File: src/rtl/fir_tx_pkg.sv
package fir_tx_pkg;

   // Accumulator width for a signed sum of products over a number of taps
   function automatic int acc_width(input int data_w, input int taps);
      return 2 * data_w + $clog2(taps) - 1;
   endfunction

endpackage

File: src/rtl/fir_coef_chain.sv
module fir_coef_chain #(
   parameter int DATA_W = 9,
   parameter int TAPS   = 4
) (
   input  logic                          clk,
   input  logic                          shift_en,
   input  logic [DATA_W-1:0]             coef_in,
   output logic [TAPS-1:0][DATA_W-1:0]   coef_q
);

   // Coefficient store: no reset, shifted downward from the top slot
   for (genvar t = 0; t < TAPS; t++) begin : g_slot
      logic [DATA_W-1:0] nxt;
      if (t == TAPS - 1) begin : g_top
         assign nxt = coef_in;
      end else begin : g_low
         assign nxt = coef_q[t+1];
      end
      always_ff @(posedge clk) begin
         if (shift_en) begin
            coef_q[t] <= nxt;
         end
      end
   end

endmodule

File: src/rtl/fir_pipe_mult.sv
module fir_pipe_mult #(
   parameter int DATA_W = 9,
   parameter int STAGES = 3
) (
   input  logic                   clk,
   input  logic                   rst_n,
   input  logic [DATA_W-1:0]      a,
   input  logic [DATA_W-1:0]      b,
   output logic [2*DATA_W-1:0]    p
);

   localparam int PW = 2 * DATA_W;

   logic signed [PW-1:0] prod_c;
   assign prod_c = $signed(a) * $signed(b);

   if (STAGES == 0) begin : g_comb
      assign p = prod_c;
   end else begin : g_piped
      logic [STAGES-1:0][PW-1:0] st;
      always_ff @(posedge clk or negedge rst_n) begin
         if (!rst_n) begin
            st <= '0;
         end else begin
            st[0] <= prod_c;
            for (int k = 1; k < STAGES; k++) begin
               st[k] <= st[k-1];
            end
         end
      end
      assign p = st[STAGES-1];
   end

endmodule

File: src/rtl/fir_tx_adder_chain.sv
module fir_tx_adder_chain #(
   parameter int PROD_W = 18,
   parameter int ACC_W  = 19,
   parameter int TAPS   = 4
) (
   input  logic                          clk,
   input  logic                          rst_n,
   input  logic [TAPS-1:0][PROD_W-1:0]   prod,
   output logic [TAPS-1:0][ACC_W-1:0]    acc
);

   logic [TAPS-1:0][ACC_W-1:0] ext;

   for (genvar t = 0; t < TAPS; t++) begin : g_ext
      assign ext[t] = ACC_W'($signed(prod[t]));
   end

   always_ff @(posedge clk or negedge rst_n) begin
      if (!rst_n) begin
         acc <= '0;
      end else begin
         acc[TAPS-1] <= ext[TAPS-1];
         for (int t = 0; t < TAPS - 1; t++) begin
            acc[t] <= ext[t] + acc[t+1];
         end
      end
   end

endmodule

File: src/rtl/fir_transposed_prog.sv
module fir_transposed_prog #(
   parameter int DATA_W     = 9,
   parameter int TAPS       = 4,
   parameter int MUL_STAGES = 3,
   parameter int OUT_W      = 11
) (
   input  logic                clk,
   input  logic                rst_n,
   input  logic                load_sample,
   input  logic [DATA_W-1:0]   din,
   output logic [OUT_W-1:0]    dout
);

   localparam int PROD_W = 2 * DATA_W;
   localparam int ACC_W  = fir_tx_pkg::acc_width(DATA_W, TAPS);

   // Elaboration-time parameter checks
   if (TAPS < 2) begin : g_bad_taps
      $error("fir_transposed_prog: TAPS must be at least 2");
   end
   if (DATA_W < 2) begin : g_bad_width
      $error("fir_transposed_prog: DATA_W must be at least 2");
   end
   if (MUL_STAGES < 0) begin : g_bad_stages
      $error("fir_transposed_prog: MUL_STAGES must not be negative");
   end
   if (OUT_W < 1 || OUT_W > ACC_W) begin : g_bad_out
      $error("fir_transposed_prog: OUT_W must lie in 1..ACC_W");
   end

   logic [DATA_W-1:0]             x_q;
   logic [TAPS-1:0][DATA_W-1:0]   coef_q;
   logic [TAPS-1:0][PROD_W-1:0]   prod;
   logic [TAPS-1:0][ACC_W-1:0]    acc;

   always_ff @(posedge clk or negedge rst_n) begin
      if (!rst_n) begin
         x_q <= '0;
      end else if (load_sample) begin
         x_q <= din;
      end
   end

   fir_coef_chain #(
      .DATA_W (DATA_W),
      .TAPS   (TAPS)
   ) u_coef (
      .clk      (clk),
      .shift_en (!load_sample),
      .coef_in  (din),
      .coef_q   (coef_q)
   );

   for (genvar t = 0; t < TAPS; t++) begin : g_tap
      fir_pipe_mult #(
         .DATA_W (DATA_W),
         .STAGES (MUL_STAGES)
      ) u_mul (
         .clk   (clk),
         .rst_n (rst_n),
         .a     (x_q),
         .b     (coef_q[t]),
         .p     (prod[t])
      );
   end

   fir_tx_adder_chain #(
      .PROD_W (PROD_W),
      .ACC_W  (ACC_W),
      .TAPS   (TAPS)
   ) u_chain (
      .clk   (clk),
      .rst_n (rst_n),
      .prod  (prod),
      .acc   (acc)
   );

   assign dout = acc[0][ACC_W-1 -: OUT_W];

endmodule

File: config.mk
export PLATFORM = sky130hd
export DESIGN_NAME = fir_transposed_prog
export DESIGN_NICKNAME = d
export VERILOG_FILES = /design/src/rtl/fir_tx_pkg.sv /design/src/rtl/fir_coef_chain.sv /design/src/rtl/fir_pipe_mult.sv /design/src/rtl/fir_tx_adder_chain.sv /design/src/rtl/fir_transposed_prog.sv
export SDC_FILE = /design/constraint.sdc
export NUM_CORES = 1
export LEC_CHECK = 0
export ABC_AREA = 1
export CAP_MARGIN = 25
export CELL_PAD_IN_SITES_DETAIL_PLACEMENT = 2
export CELL_PAD_IN_SITES_GLOBAL_PLACEMENT = 2
export CORE_MARGIN = 8
export CORE_UTILIZATION = 43
export CTS_BUF_LIST = sky130_fd_sc_hd__clkbuf_4
export DETAILED_ROUTE_END_ITERATION = 7
export GPL_ROUTABILITY_DRIVEN = 0
export PLACE_DENSITY = 0.88
export SYNTH_ARGS = -nofsm -noshare
export SYNTH_HDL_FRONTEND = slang
export SYNTH_SLANG_ARGS = --single-unit
File: constraint.sdc
create_clock -name clk -period 5.3 [get_ports clk]
set_input_delay 1.06 -clock clk [delete_from_list [all_inputs] [get_ports clk]]
set_output_delay 1.06 -clock clk [all_outputs]
set_load 0.005 [all_outputs]
Yosys cells after proc, flatten, opt, wreduce, memory -nomap -nowiden --
Cells that the tools add are included.
Storage, ports and cells: register bits after elaboration 336, logic and storage cells 28
Cells by class: add/sub/neg operators 3, multiply operators 4
Operator list (count):
- $mul A9 B9 Y18 | 4
- $add A19 B19 Y19 | 2
- $add A18 B18 Y19 | 1

Logic depth before layout (Yosys ltp) --
depth after elaboration 1, gate-level depth with buffers 23, depth with buffers taken out 21

Cells and area by module --
Synthesis repeated with hierarchy kept, for this count alone.
Unflattened totals: cell total of the unflattened synthesis 2779, area total of the unflattened synthesis 25268.0 µm²
Modules (own cells, without submodules):
- fir_pipe_mult at g_tap[0].u_mul ... | times used 2, cells an instance 507, area each 4699.5 µm², sequential area each 1351.3 µm²
- fir_tx_adder_chain | times used 1, cells an instance 668, area each 5003.5 µm², sequential area each 1876.8 µm²
- fir_pipe_mult at g_tap[3].u_mul | times used 1, cells an instance 512, area each 4722.0 µm², sequential area each 1351.3 µm²
- fir_pipe_mult at g_tap[2].u_mul | times used 1, cells an instance 511, area each 4720.8 µm², sequential area each 1351.3 µm²
- fir_coef_chain | times used 1, cells an instance 36, area each 1081.0 µm², sequential area each 1081.0 µm²
- fir_transposed_prog | times used 1, cells an instance 38, area each 341.6 µm², sequential area each 225.2 µm²

Worst setup path before layout --
Ideal clock, no wire load.
path kind register to register, start point register x_q[6], end point register g_tap[3].u_mul.g_piped.st[15] (netlist bit), library setup time 0.117 ns, data arrival time 4.390 ns, data required time 5.183 ns, slack 0.793 ns, cell stages (with the launch flop) 21, buffers on the path 2, period minus slack after synthesis 4.507 ns, path through dfrtp_1 clkbuf_1 buf_1 nand2_1 fa_1 inv_1 fa_1 inv_1 fa_1 inv_1 fa_1 fa_1 ha_1 nand3_1 nand3_1 nand2_1 nand3_1 nand3_1 nand2_1 nand2_1 nand2_1
On the way: cells in the longest elaborated chain, start to end 1
RTL lines:
- start: declaration | line fir_transposed_prog.sv:31 | logic [DATA_W-1:0] x_q;
- start signal: assignment | line fir_transposed_prog.sv:40 | x_q <= din;
- $mul A9 B9 Y18 | line fir_pipe_mult.sv:15 | assign prod_c = $signed(a) * $signed(b);
- via g_tap[3].u_mul.prod_c[15] | line fir_pipe_mult.sv:14 | logic signed [PW-1:0] prod_c;
- end signal: indexed assignment | line fir_pipe_mult.sv:27 | st[k] <= st[k-1];
- end: declaration | line fir_pipe_mult.sv:20 | logic [STAGES-1:0][PW-1:0] st;
The timed path passes the listed nets, and every way through them passes these cells. A chain may end at the register's enable or synchronous reset.

Worst setup path after layout --
start point register x_q[8], end point register g_tap[0].u_mul.g_piped.st[17] (netlist bit)
On the way: cells in the longest elaborated chain, start to end 1
RTL lines (line):
- $mul A9 B9 Y18 | fir_pipe_mult.sv:15
- via g_tap[0].u_mul.prod_c[17] | fir_pipe_mult.sv:14
- end signal: indexed assignment | fir_pipe_mult.sv:27
- end: declaration | fir_pipe_mult.sv:20
The timed path passes the listed nets, and every way through them passes these cells.

==> summary.md <==
| Metric | Value |
|---|---|
| FP Rows | 87 |
| Layout Nets | 3316 |
| Area delta synth->final | 10.3% |
| Vias | 21400 |
| Final wirelength | 123000 um |
| Post-route insts no fill | 3640 |
| Worst path cell trace | buf_6 > nand2_1 > fa_1 > inv_1 > fa_1 > fa_1 > inv_1 > fa_1 > inv_1 > ha_1 > ha_1 > nand2_1 > inv_1 > nand2_1 > nand2_1 > nand2_1 > nand3_1 > inv_1 > nand2_1 > nand2_1 |
| Max Clock Freq | 0.179 GHz |
| Reg-to-Reg End | g_tap[0].u_mul.g_piped.st[17]$_DFF_PN0_ |
| GRT Util Overall | 32.1% |
| Routed len/inst | 33.7 um |
| Post-route ant nets | 0 |
| # fillers | 6035 |
| Final Core Density | 48.1% |
| Total gr overflow | 0 |
| Clock Latency Late Sink | 1030 ps |
| Ys Warns | 0 |
| Number of port buffers | 22 |
| Hold Violations, Final | 0 |
| Clock Sinks | 328 |
| Min Hold Slack | 148 ps |
| Slowest stage delay, CP | 720 ps |
| Commonest non-fill, non-tap cell in the layout | nand2_1 |
| CP max-delay cell | fa_1 |
| Cell count of the worst reg-to-reg path | 20 |
| First-pass GRT wire length | 160000 um |
| Leading area contributor after synthesis | dfrtp_1 |
| Max-cap violation count | 0 |
| Worst path bufs/invs | 6 |
| Chip width | 255 um |
| Slew headroom | 30.6% |
| Die footprint | 65200 sq um |
| Inserted Clock Buffers | 92 |
| Share of layout cells above drive strength 1 | 8.06% |
| Met3 WL | 8070 um |
| Wl on met1 | 42700 um |
| Drt first-iter violations | 1564 |
| CTS tree | yes |
| Setup crit end kind | flip-flop |
| Number of global-route vias before repair | 24900 |
| Dpl hpwl | 67900 um |
| Setup Skew | 165 ps |
| Endpoints failing setup | 21 |
| Clock Path Buffers | 3 |
| Crit Path Max Fanout | 18 |
| Hold Crit Class | in -> async |
| Final worst path period share | 106% |
| Reg clk slew, reported paths | 100 ps |
| Critical path's top delay family | adder cells |
| Via density | 5.88 |
| Reg2reg start | x_q[8]$_DFFE_PN0P_ |
| Mapped cell area | 24600 sq um |
| Met2 WL | 61500 um |
| Die extent in y | 255 um |
| Kind of critical path | reg -> reg |
| Largest net degree at the start of global routing | 120 |
| Htree depth | 3 |
| Max-slew violation count | 0 |
| DRC errors left | 0 |
| Post-synth top area share | 29.7% |
| Mean Syn Cell Area | 9.06 sq um |
| Max layer used | met5 |
| Post-Syn Nets | 3219 |
| Post-CTS Hold Buffers | 0 |
| Root buffer cell | clkbuf_4 |
| Worst-margin pin slew | 1040 ps |
| Crit path DAT | 6440 ps |
| Initial antenna violation count | 6 |
| Pre-CTS setup slack | 128 ps |
| CP required | 6150 ps |
| CP Depth | 20 |
| Commonest non-fill, non-tap cells in the layout | nand2_1 (751), inv_1 (603), dfrtp_1 (287), fa_1 (282), ha_1 (205) |
| Cell count after synthesis | 2720 |
| Initial Utilization | 43.6% |
| Status | finished with violations |
| Inst Count DP | 3448 |
| Final setup margin | -295 ps |
| Post-layout min period | 5590 ps |
| Failing checks | negative setup slack |
| Flops & latches, synth | 328 |
| Flop2flop setup slack | -290 ps |
| CP startpoint kind | flip-flop |
| Distinct cell type count after synthesis | 33 |
| Register area share after synthesis | 34.0% |
| First-pass detailed-route iteration total | 5 |
| Core region area | 56500 sq um |
| Area contributors post-synth | dfrtp_1 (30%), fa_1 (23%), nand2_1 (11%), ha_1 (10%), inv_1 (9.2%) |
| CP dominant cell by count | nand2_1 |
| Ports | 23 |
[registers in the layout, summed over array words and instances, names as in the netlist]
register / count
x_q: 9
g_tap.u_mul.p: 72
g_tap.u_mul.g_piped.st: 144
u_coef.g_slot.nxt: 27
u_coef.coef_q: 9
u_chain.acc: 67
[per-layer routing]
| metal | GRT usage, % | vias to the layer above |
|---|---|---|
| li1 | - | 8322 |
| met1 | 34.0 | 11100 |
| met2 | 58.8 | 1280 |
| met3 | 6.21 | 669 |
| met4 | 19.0 | 4 |
| met5 | 0 | - |
[metrics by stage]
stage               instance area, sq um  setup TNS, ps
global placement                   25700              0
floorplan                          24600              0
CTS                                26900              0
global route                       27200          -3900
detailed placement                 25700              0
finish                             27200          -2840
[worst max-delay path by stage]
| stage | from | endpoint | slack, ps |
|---|---|---|---|
| floorplan | x_q[6]$_DFFE_PN0P_ | g_tap[3].u_mul.g_piped.st[15]$_DFF_PN0_ | 790 |
| global placement | x_q[7]$_DFFE_PN0P_ | g_tap[0].u_mul.g_piped.st[15]$_DFF_PN0_ | 520 |
| detailed placement | x_q[7]$_DFFE_PN0P_ | g_tap[0].u_mul.g_piped.st[15]$_DFF_PN0_ | 130 |
| CTS | x_q[7]$_DFFE_PN0P_ | g_tap[0].u_mul.g_piped.st[15]$_DFF_PN0_ | 0.7 |
| global route | x_q[8]$_DFFE_PN0P_ | g_tap[0].u_mul.g_piped.st[17]$_DFF_PN0_ | -390 |
| finish | x_q[8]$_DFFE_PN0P_ | g_tap[0].u_mul.g_piped.st[17]$_DFF_PN0_ | -290 |
[kinds of logic (layout without fill, tap and decap cells)]
logic type	count (synthesis)	after routing	synth area share, %
AOI/OAI and AO/OA	119	119	2.71
xor gates and xnor gates	71	71	2.52
adders and majority gates	487	487	33.3
buffers and inverters	686	845	10.6
DFF	328	328	34.0
other	0	5	0
and+or+nand+nor	1029	1029	16.8
[layout make-up]
type | count | area (sq um) | area share [%]
clock buffer | 129 | 968 | 3.56
inverter | 606 | 2280 | 8.38
clock inverter | 27 | 160 | 0.589
sequential | 328 | 8390 | 30.9
timing repair buffer | 83 | 766 | 2.82
multi-input combinational | 1706 | 13700 | 50.2
antenna | 5 | 12.5 | 0.0460
tap | 756 | 946 | 3.48
[synth_stat cells, drive strengths merged]
master / n
a21boi: 5
a21o: 4
a21oi: 69
a31oi: 1
and2: 1
buf: 22
clkbuf: 58
dfrtp: 292
edfxtp: 36
fa: 282
ha: 205
inv: 606
nand2: 758
nand3: 121
nand3b: 5
nand4: 20
nor2: 120
nor3: 2
nor4: 2
o211ai: 3
o21a: 3
o21ai: 25
o21bai: 9
xnor2: 22
xor2: 49
[what timing repair did]
item | CTS | global route
setup endpoints to repair | 11 | 18
endpoints found under the hold margin | 0 | 0
setup buffers | 3 | 28
resized for setup | 6 | 9
Power is not shown: default switching activity piles up to over one toggle a cycle in this logic, so the estimate is an artifact.
